===== src/rtl/fbg_pkg.sv =====
package fbg_pkg;
  localparam int DATA_W = 8;   // write-port byte width
  localparam int FRAC_W = 4;   // multiplier / add field width
  localparam int DIV_W  = 16;  // integer divisor width
  localparam int ADDR_W = 3;   // write-port address width

  // A fractional pair is usable only with mul > 0 and add < mul.
  function automatic logic frac_legal(input logic [FRAC_W-1:0] m,
                                      input logic [FRAC_W-1:0] a);
    return (m != '0) && (a < m);
  endfunction
endpackage


===== src/rtl/fbg_regs.sv =====
module fbg_regs
  import fbg_pkg::*;
#(
  parameter int DW  = DATA_W,
  parameter int FW  = FRAC_W,
  parameter int VW  = DIV_W,
  parameter int AW  = ADDR_W
) (
  input  logic          clk,
  input  logic          rst_n,
  input  logic          wr_en,
  input  logic [AW-1:0] wr_addr,
  input  logic [DW-1:0] wr_data,
  output logic          access_o,
  output logic [VW-1:0] dl_o,
  output logic [VW-1:0] dl_nx_o,
  output logic [FW-1:0] mul_o,
  output logic [FW-1:0] add_o,
  output logic [FW-1:0] mul_nx_o,
  output logic [FW-1:0] add_nx_o,
  output logic          restart_o
);
  localparam int NBYTES    = VW / DW;
  localparam int CTRL_ADDR = NBYTES;
  localparam int FRAC_ADDR = NBYTES + 1;
  localparam logic [VW-1:0] DL_RST = VW'(1);

  logic [NBYTES-1:0] lane_hit;
  logic [VW-1:0]     dl_q;
  logic              access_q;
  logic [FW-1:0]     mul_q, add_q;
  logic [FW-1:0]     wr_mul, wr_add;
  logic              frac_hit, ctrl_hit;

  // One write-enabled byte lane per divisor byte
  for (genvar g = 0; g < NBYTES; g++) begin : g_lane
    assign lane_hit[g] = wr_en && access_q && (wr_addr == AW'(g));
    assign dl_nx_o[g*DW +: DW] = lane_hit[g] ? wr_data : dl_q[g*DW +: DW];

    always_ff @(posedge clk) begin
      if (!rst_n)           dl_q[g*DW +: DW] <= DL_RST[g*DW +: DW];
      else if (lane_hit[g]) dl_q[g*DW +: DW] <= wr_data;
    end
  end

  assign wr_mul   = wr_data[FW-1:0];
  assign wr_add   = wr_data[2*FW-1:FW];
  assign ctrl_hit = wr_en && (wr_addr == AW'(CTRL_ADDR));
  assign frac_hit = wr_en && (wr_addr == AW'(FRAC_ADDR)) && frac_legal(wr_mul, wr_add);

  always_ff @(posedge clk) begin
    if (!rst_n) begin
      access_q <= 1'b0;
      mul_q    <= FW'(1);
      add_q    <= '0;
    end else begin
      if (ctrl_hit) access_q <= wr_data[0];
      if (frac_hit) begin
        mul_q <= wr_mul;
        add_q <= wr_add;
      end
    end
  end

  assign mul_nx_o  = frac_hit ? wr_mul : mul_q;
  assign add_nx_o  = frac_hit ? wr_add : add_q;
  assign restart_o = (|lane_hit) || frac_hit;
  assign access_o  = access_q;
  assign dl_o      = dl_q;
  assign mul_o     = mul_q;
  assign add_o     = add_q;
endmodule


===== src/rtl/fbg_frac.sv =====
module fbg_frac #(
  parameter int FW = 4
) (
  input  logic          clk,
  input  logic          rst_n,
  input  logic          en_i,
  input  logic          restart_i,
  input  logic [FW-1:0] mul_i,
  input  logic [FW-1:0] add_i,
  output logic          step_o
);
  // accumulator stays below mul+add < 2^(FW+1); the sum needs one more bit
  localparam int AW = FW + 2;

  logic [AW-1:0] acc_q, sum, den;

  assign sum    = acc_q + AW'(mul_i);
  assign den    = AW'(mul_i) + AW'(add_i);
  assign step_o = en_i && !restart_i && (sum >= den);

  always_ff @(posedge clk) begin
    if (!rst_n || restart_i) acc_q <= '0;
    else if (en_i)           acc_q <= step_o ? (sum - den) : sum;
  end
endmodule


===== src/rtl/fbg_intdiv.sv =====
module fbg_intdiv #(
  parameter int VW = 16
) (
  input  logic          clk,
  input  logic          rst_n,
  input  logic          step_i,
  input  logic          restart_i,
  input  logic [VW-1:0] dl_i,
  input  logic [VW-1:0] dl_nx_i,
  output logic [VW-1:0] cnt_o,
  output logic          tick_o
);
  // dl - 1 wraps a divisor of 0 to all ones, giving a period of 2^VW
  logic [VW-1:0] cnt_q;
  logic          tick_q;

  always_ff @(posedge clk) begin
    if (!rst_n) begin
      cnt_q  <= '0;
      tick_q <= 1'b0;
    end else if (restart_i) begin
      cnt_q  <= dl_nx_i - VW'(1);
      tick_q <= 1'b0;
    end else begin
      tick_q <= step_i && (cnt_q == '0);
      if (step_i) cnt_q <= (cnt_q == '0) ? (dl_i - VW'(1)) : (cnt_q - VW'(1));
    end
  end

  assign cnt_o  = cnt_q;
  assign tick_o = tick_q;
endmodule


===== src/rtl/frac_baud_gen.sv =====
module frac_baud_gen
  import fbg_pkg::*;
#(
  parameter int DW = DATA_W,
  parameter int FW = FRAC_W,
  parameter int VW = DIV_W,
  parameter int AW = ADDR_W
) (
  input  logic          clk,
  input  logic          rst_n,
  input  logic          base_en,
  input  logic          wr_en,
  input  logic [AW-1:0] wr_addr,
  input  logic [DW-1:0] wr_data,
  output logic          tick_o
);
  logic          access_q, restart, frac_step;
  logic [VW-1:0] dl_q, dl_nx, cnt_q;
  logic [FW-1:0] mul_q, add_q, mul_nx, add_nx;

  fbg_regs #(.DW(DW), .FW(FW), .VW(VW), .AW(AW)) u_regs (
    .clk      (clk),
    .rst_n    (rst_n),
    .wr_en    (wr_en),
    .wr_addr  (wr_addr),
    .wr_data  (wr_data),
    .access_o (access_q),
    .dl_o     (dl_q),
    .dl_nx_o  (dl_nx),
    .mul_o    (mul_q),
    .add_o    (add_q),
    .mul_nx_o (mul_nx),
    .add_nx_o (add_nx),
    .restart_o(restart)
  );

  fbg_frac #(.FW(FW)) u_frac (
    .clk      (clk),
    .rst_n    (rst_n),
    .en_i     (base_en),
    .restart_i(restart),
    .mul_i    (mul_q),
    .add_i    (add_q),
    .step_o   (frac_step)
  );

  fbg_intdiv #(.VW(VW)) u_div (
    .clk      (clk),
    .rst_n    (rst_n),
    .step_i   (frac_step),
    .restart_i(restart),
    .dl_i     (dl_q),
    .dl_nx_i  (dl_nx),
    .cnt_o    (cnt_q),
    .tick_o   (tick_o)
  );

  // next-cycle fractional values are consumed by the checker only
  logic unused_nx;
  assign unused_nx = ^{mul_nx, add_nx};
endmodule


===== config.mk =====
export PLATFORM = sky130hd
export DESIGN_NAME = frac_baud_gen
export DESIGN_NICKNAME = d
export VERILOG_FILES = /design/src/rtl/fbg_pkg.sv /design/src/rtl/fbg_regs.sv /design/src/rtl/fbg_frac.sv /design/src/rtl/fbg_intdiv.sv /design/src/rtl/frac_baud_gen.sv
export SDC_FILE = /design/constraint.sdc
export NUM_CORES = 1
export LEC_CHECK = 0
export ABC_AREA = 1
export BUFFER_PORTS_ARGS = -buffer_cell sky130_fd_sc_hd__buf_2
export CORE_UTILIZATION = 55
export CTS_CLUSTER_DIAMETER = 80
export DETAILED_ROUTE_END_ITERATION = 16
export MAX_ROUTING_LAYER = met4
export PLACE_DENSITY = 0.72
export SLEW_MARGIN = 10
export SYNTH_ARGS = -nofsm -noshare
export SYNTH_HDL_FRONTEND = slang
export SYNTH_SLANG_ARGS = --single-unit

===== constraint.sdc =====
create_clock -name clk -period 3.2 [get_ports clk]
set_input_delay 0 -clock clk [delete_from_list [all_inputs] [get_ports clk]]
set_output_delay 0 -clock clk [all_outputs]
set_load 0.01 [all_outputs]

# --- After elaboration in Yosys (flattened, before gate mapping) ---
# Cells that the tools add are included.
totals:
  output_inout_bits: 1
  ff_bits: 48
  mem_bits_ro: 0
  ramBits: 0
  input_bits: 15
  latchBits: 0
  mem_count: 0
  wordCells: 46
op_classes:
  n_mux: 6
  div: 0
  order_cmp: 2
  n_shift: 0
  n_eq_ne: 3
  reduce_logical: 20
  add_sub_neg: 6
  multipliers: 0
  bitwise: 1
op_table:
  columns: ["cell", "n"]
  rows:
  - ["$mux 16", 3]
  - ["$sub 16x1->16 const B", 3]
  - ["$logic_not 16->1", 1]
  - ["$mux 8", 2]
  - ["$logic_and 1x1->1", 10]
  - ["$add 6x4->6", 1]
  - ["$eq 3x2->1 const B", 2]
  - ["$ge 6x6->1", 1]
  - ["$mux 6", 1]
  - ["$sub 6x6->6", 1]
  - ["$add 4x4->5", 1]
  - ["$lt 4x4->1", 1]
  - ["$reduce_bool 4->1", 1]
  - ["$reduce_or 2->1", 2]
  - ["$eq 3x1->1 const B", 1]
  - ["$logic_not 3->1", 1]
  - ["$logic_not 1->1", 2]
  - ["$logic_or 1x1->1", 2]
  - ["$reduce_bool 2->1", 1]
  - ["$not 1->1", 1]

# --- Depth between registers and ports, before layout ---
logic_depth:
  ltp_word: 9
  mapped_depth: 20
  ltp_nobuf: 20

# --- Modules after synthesis ---
# A second synthesis with hierarchy kept.
unflattened:
  hier_cells: 576
  hier_area_um2: 3877.5
by_module_without_submodules:
  columns: ["module", "area_per_inst_um2", "n_inst", "cells_each", "seq_area_each_um2"]
  rows:
  - ["fbg_intdiv", 1652.8, 1, 252, 340.3]
  - ["fbg_regs", 1337.5, 1, 199, 500.5]
  - ["fbg_frac", 887.1, 1, 125, 120.1]

# --- Least setup slack after synthesis ---
# Ideal clock, no wire load.
synth_path:
  path_type: "register to register"
  from: "register u_regs.mul_q[0] (netlist: u_regs.mul_o[0])"
  to: "register u_div.cnt_q[3] (netlist: u_div.cnt_o[3])"
  t_required_ns: 3.084
  n_path_buf: 0
  period_less_slack_ns: 2.680
  path_stages_with_launch: 15
  setup_time_ns: 0.116
  slack_ns: 0.520
  arrival_ns: 2.564
  path_cell_list: "dfxtp_1 > ha_1 > fa_1 > inv_1 > fa_1 > o21ai_0 > a21oi_1 > o21ai_0 > a21oi_1 > nand2_1 > nand3_1 > nand2_1 > clkinv_1 > o21ai_0 > inv_1"
synth_via:
  elab_chain_len: 4
  word_cells_on_any_way: 5
  classes_between: "2 x add/sub; 1 x order compare; 2 x reduce/logical"
synth_lines:
  columns: ["element", "line_no", "text"]
  rows:
  - ["from (decl)", "fbg_regs.sv:31", "logic [FW-1:0] mul_q, add_q;"]
  - ["from (signal assigned)", "fbg_regs.sv:59", "mul_q <= wr_mul;"]
  - ["$add 6x4->6 / $add 4x4->5 (equally long branches)", "fbg_frac.sv:17, fbg_frac.sv:18", null]
  - ["$ge 6x6->1 (*)", "fbg_frac.sv:19", "assign step_o = en_i && !restart_i && (sum >= den);"]
  - ["$logic_and 1x1->1 (*)", "fbg_frac.sv:19", null]
  - ["$reduce_bool 2->1 (no source line) (*)", null, null]
  - ["to (signal assigned)", "fbg_intdiv.sv:22", "cnt_q <= dl_nx_i - VW'(1);"]
  - ["to (signal assigned)", "fbg_intdiv.sv:26", "if (step_i) cnt_q <= (cnt_q == '0) ? (dl_i - VW'(1)) : (cnt_q - VW'(1));"]
  - ["to (decl)", "fbg_intdiv.sv:14", "logic [VW-1:0] cnt_q;"]
# Mark *: on every way between the ends. The rest lies on a longest branch, timed or not.
# A chain may end at the register's enable or synchronous reset.

# --- Final worst setup path ---
layout_path:
  from: "register u_regs.mul_q[0] (netlist: u_regs.mul_o[0])"
  to: "register u_frac.acc_q[0]"
layout_via:
  elab_chain_len: 4
  word_cells_on_any_way: 6
  classes_between: "3 x add/sub; 1 x order compare; 1 x mux; 1 x reduce/logical"
layout_lines:
  columns: ["element", "line_no", "text"]
  rows:
  - ["$add 6x4->6 / $add 4x4->5 (equally long branches)", "fbg_frac.sv:17, fbg_frac.sv:18", null]
  - ["$ge 6x6->1", "fbg_frac.sv:19", null]
  - ["$logic_and 1x1->1", "fbg_frac.sv:19", null]
  - ["$mux 6 (*)", "fbg_frac.sv:23", "else if (en_i) acc_q <= step_o ? (sum - den) : sum;"]
  - ["to (signal assigned)", "fbg_frac.sv:23", null]
  - ["to (decl)", "fbg_frac.sv:15", "logic [AW-1:0] acc_q, sum, den;"]
# Marks and branches as above.

==> flow_metrics.tcl <==
set metrics [dict create \
    slew_viol_final 0 \
    fin_crit_ns 2.941 \
    max_slew_margin_pct 41.65 \
    fmax_mhz 340.0 \
    final_cell_mix "nand2_1 (139), inv_1 (84), nand3_1 (53)" \
    hold_violations 0 \
    rsz0062_at_grt "true" \
    vias 3418 \
    ant_nets 0 \
    critical_path.endpoint_type "register" \
    slowest_delay_ns 0.40 \
    drt-initial-drc-count 275 \
    p_leak_nw 2.038 \
    crit_arrival_ns 3.21 \
    final_common_cell "nand2_1" \
    grt.total_usage_pct 27.31 \
    viasPerCell 5.258 \
    multiInputGateArea_um2 2212 \
    syn_nets 591 \
    final-setup-viol-count 0 \
    hpwl_um 6687 \
    ys_warn_count 0 \
    portBuffers 15 \
    antenna_found_initial 0 \
    dieHeight_um 83.20 \
    antennaDiodeCount 0 \
    insertion_delay_ns 0.31 \
    cp_common_cell "o21ai_0" \
    worst_slew_pin_slew_ns 0.8743 \
    drv_cap 0 \
    clockBufferDepth 2 \
    postSynthAreaPerCell_um2 6.522 \
    crit_chain "ha_1 > fa_1 > xor2_1 > ha_1 > nand2_1 > o21ai_0 > a21oi_1 > o21ai_0 > a21oi_1 > nand2_1 > nand3_2 > buf_4 > inv_1 > nor3_1 > o21ai_0 > inv_1" \
    place_ws_ns 0.2603 \
    status "completed" \
    synth-async-reset-ratio_pct 0 \
    cts-buffers-inserted 5 \
    fillers 585 \
    cts_tree "yes" \
    setup_slack_ns 0.2586 \
    grt_pass1_vias 3100 \
    place_area_um2 3710 \
    synth.distinct_cells 35 \
    htreeDepth 2 \
    ys_seq_area_share_pct 26.50 \
    nets 607 \
    finalInstanceArea_um2 3906 \
    fp.coreArea_um2 6350 \
    grt_pass1_wl_um 14880 \
    syn_area_um2 3626 \
    path_class "reg2reg" \
    clockRootBuffer "clkbuf_8" \
    overflow 0 \
    hold_path_class "in2reg" \
    die_x_um 83.20 \
    first_pass_iters 5 \
    syn_inst 556 \
    cts_setup_buffers 0 \
    seq_area_um2 962.2 \
    finClkSkew_ns 0.009277 \
    synth_top_cell_area_share_pct 26.50 \
    dieArea_um2 6921 \
    drive_gt1_share_pct 15.53 \
    synth_edf_count 0 \
    place_congestion 0.9445 \
    postLayoutCoreUtil_pct 61.52 \
    power_density_nw_per_um2 861.4 \
    cts.sinks 48 \
    critPathLaunchType "register" \
    rows 29 \
    required_ns 3.46 \
    post-route-period-util_pct 91.92 \
    vdd_drop_max_mv 0.4065 \
    critPathSlowestCell "fa_1" \
    pin_count 16 \
    synth_area_leaders "dfxtp_1 (27%), nand2_1 (14%), inv_1 (8.7%)" \
    synthFlopType "dfxtp_1" \
    synth_area_leader_cell "dfxtp_1" \
    routed_wl_um 8786 \
    wl_per_cell_um 13.52 \
    area_growth_pct 7.730 \
    drc 0 \
    start_util_pct 57.10 \
    yosys_register_bits 48 \
    hold_ws_ns 0.0001616 \
    grt_max_degree 27 \
    power_mw 3.365 \
    clkTransAtPathRegs_ns 0.10 \
    crit_fanout 5 \
]
==> worst paths after layout <==
check	start	to	slack, ns	cells after the start
worst max-delay path	u_regs.mul_o[0]$_SDFFE_PN1P_	u_frac.acc_q[0]$_SDFFE_PP0P_	0.26	16
worst min-delay path	wr_data[1]	u_regs.dl_o[1]$_SDFF_PN0_	0.0002	3
worst max register to register	u_regs.mul_o[0]$_SDFFE_PN1P_	u_frac.acc_q[0]$_SDFFE_PP0P_	0.26	16
worst min register to register	u_regs.access_o$_SDFFE_PN0P_	u_regs.access_o$_SDFFE_PN0P_	0.47	2
==> registers in the layout (all words and copies together), names as in the netlist <==
name	count
u_regs.add_o	4
u_regs.mul_o	4
u_div.tick_o	1
u_regs.access_o	1
u_div.cnt_o	16
u_frac.acc_q	6
u_regs.dl_o	16
==> layer usage <==
layer | part of all wire [%] | GRT usage, % | up-vias
li1 | - | - | 1790
met1 | 50 | 40.69 | 1528
met2 | 44 | 40.39 | 95
met3 | 6.1 | 3.082 | 5
met4 | 0.67 | 4.389 | 0
met5 | 0 | - | -
==> critical path: cells and delay by family (launching register included) <==
family                   cells  cell delay (ns)
AO/OA/AOI/OAI                5             0.62
XOR/XNOR                     1             0.19
AND/OR/NAND/NOR              4             0.43
adder cells (fa/ha/maj)      3             1.00
flip-flops                   1             0.34
buffers and inverters        3             0.29
==> final cells by class <==
cell class                 instances  share of cell area [%]
multi-input combinational        398                   56.63
tap                               77                   2.466
timing repair buffer              25                   4.196
timing repair inverter             1                  0.1922
clock buffer                       5                   1.762
inverter                          93                   9.033
clock inverter                     3                   1.089
sequential                        48                   24.63
==> stage by stage <==
| stage | TNS, ns | std cells |
|---|---|---|
| floorplan | 0 | 556 |
| global placement | 0 | 637 |
| detailed placement | 0 | 637 |
| CTS | 0 | 649 |
| global route | -0.05696 | 650 |
| finish | 0 | 650 |
==> synth_stat cells (4+ instances only) <==
master	instances
a21oi_1	32
a31oi_1	4
buf_4	5
buf_6	4
clkbuf_1	4
dfxtp_1	48
ha_1	17
inv_1	84
inv_2	8
nand2_1	140
nand2_2	10
nand2_4	6
nand3_1	54
nor2_1	42
nor2_2	12
nor2_4	5
o21ai_0	29
o21ai_1	9
o21ai_2	6
xnor2_1	4
xor2_1	8
==> logic make-up after synthesis <==
family | count (synthesis) | synth area share [%]
compound gates | 86 | 13.08
xor+xnor | 12 | 2.899
fa+ha+maj | 20 | 7.522
buf+inv | 110 | 13.28
flops | 48 | 26.50
simple gates | 280 | 36.71
==> report_power, final <==
group / switching, mW / internal [mW] / total (mW)
registers: 0.0904 / 0.723 / 0.813
clock network: 0.227 / 0.232 / 0.459
logic: 1.35 / 0.745 / 2.09
total: 1.66 / 1.70 / 3.36
==> what timing repair did <==
action                                  4_1_cts  5_1_grt
hold buffers                                  4        0
resized for setup                             0       13
endpoints found under the setup margin        0       19
hold endpoints to repair                      4        0
Note: power is estimated with default switching activity, not from simulation.
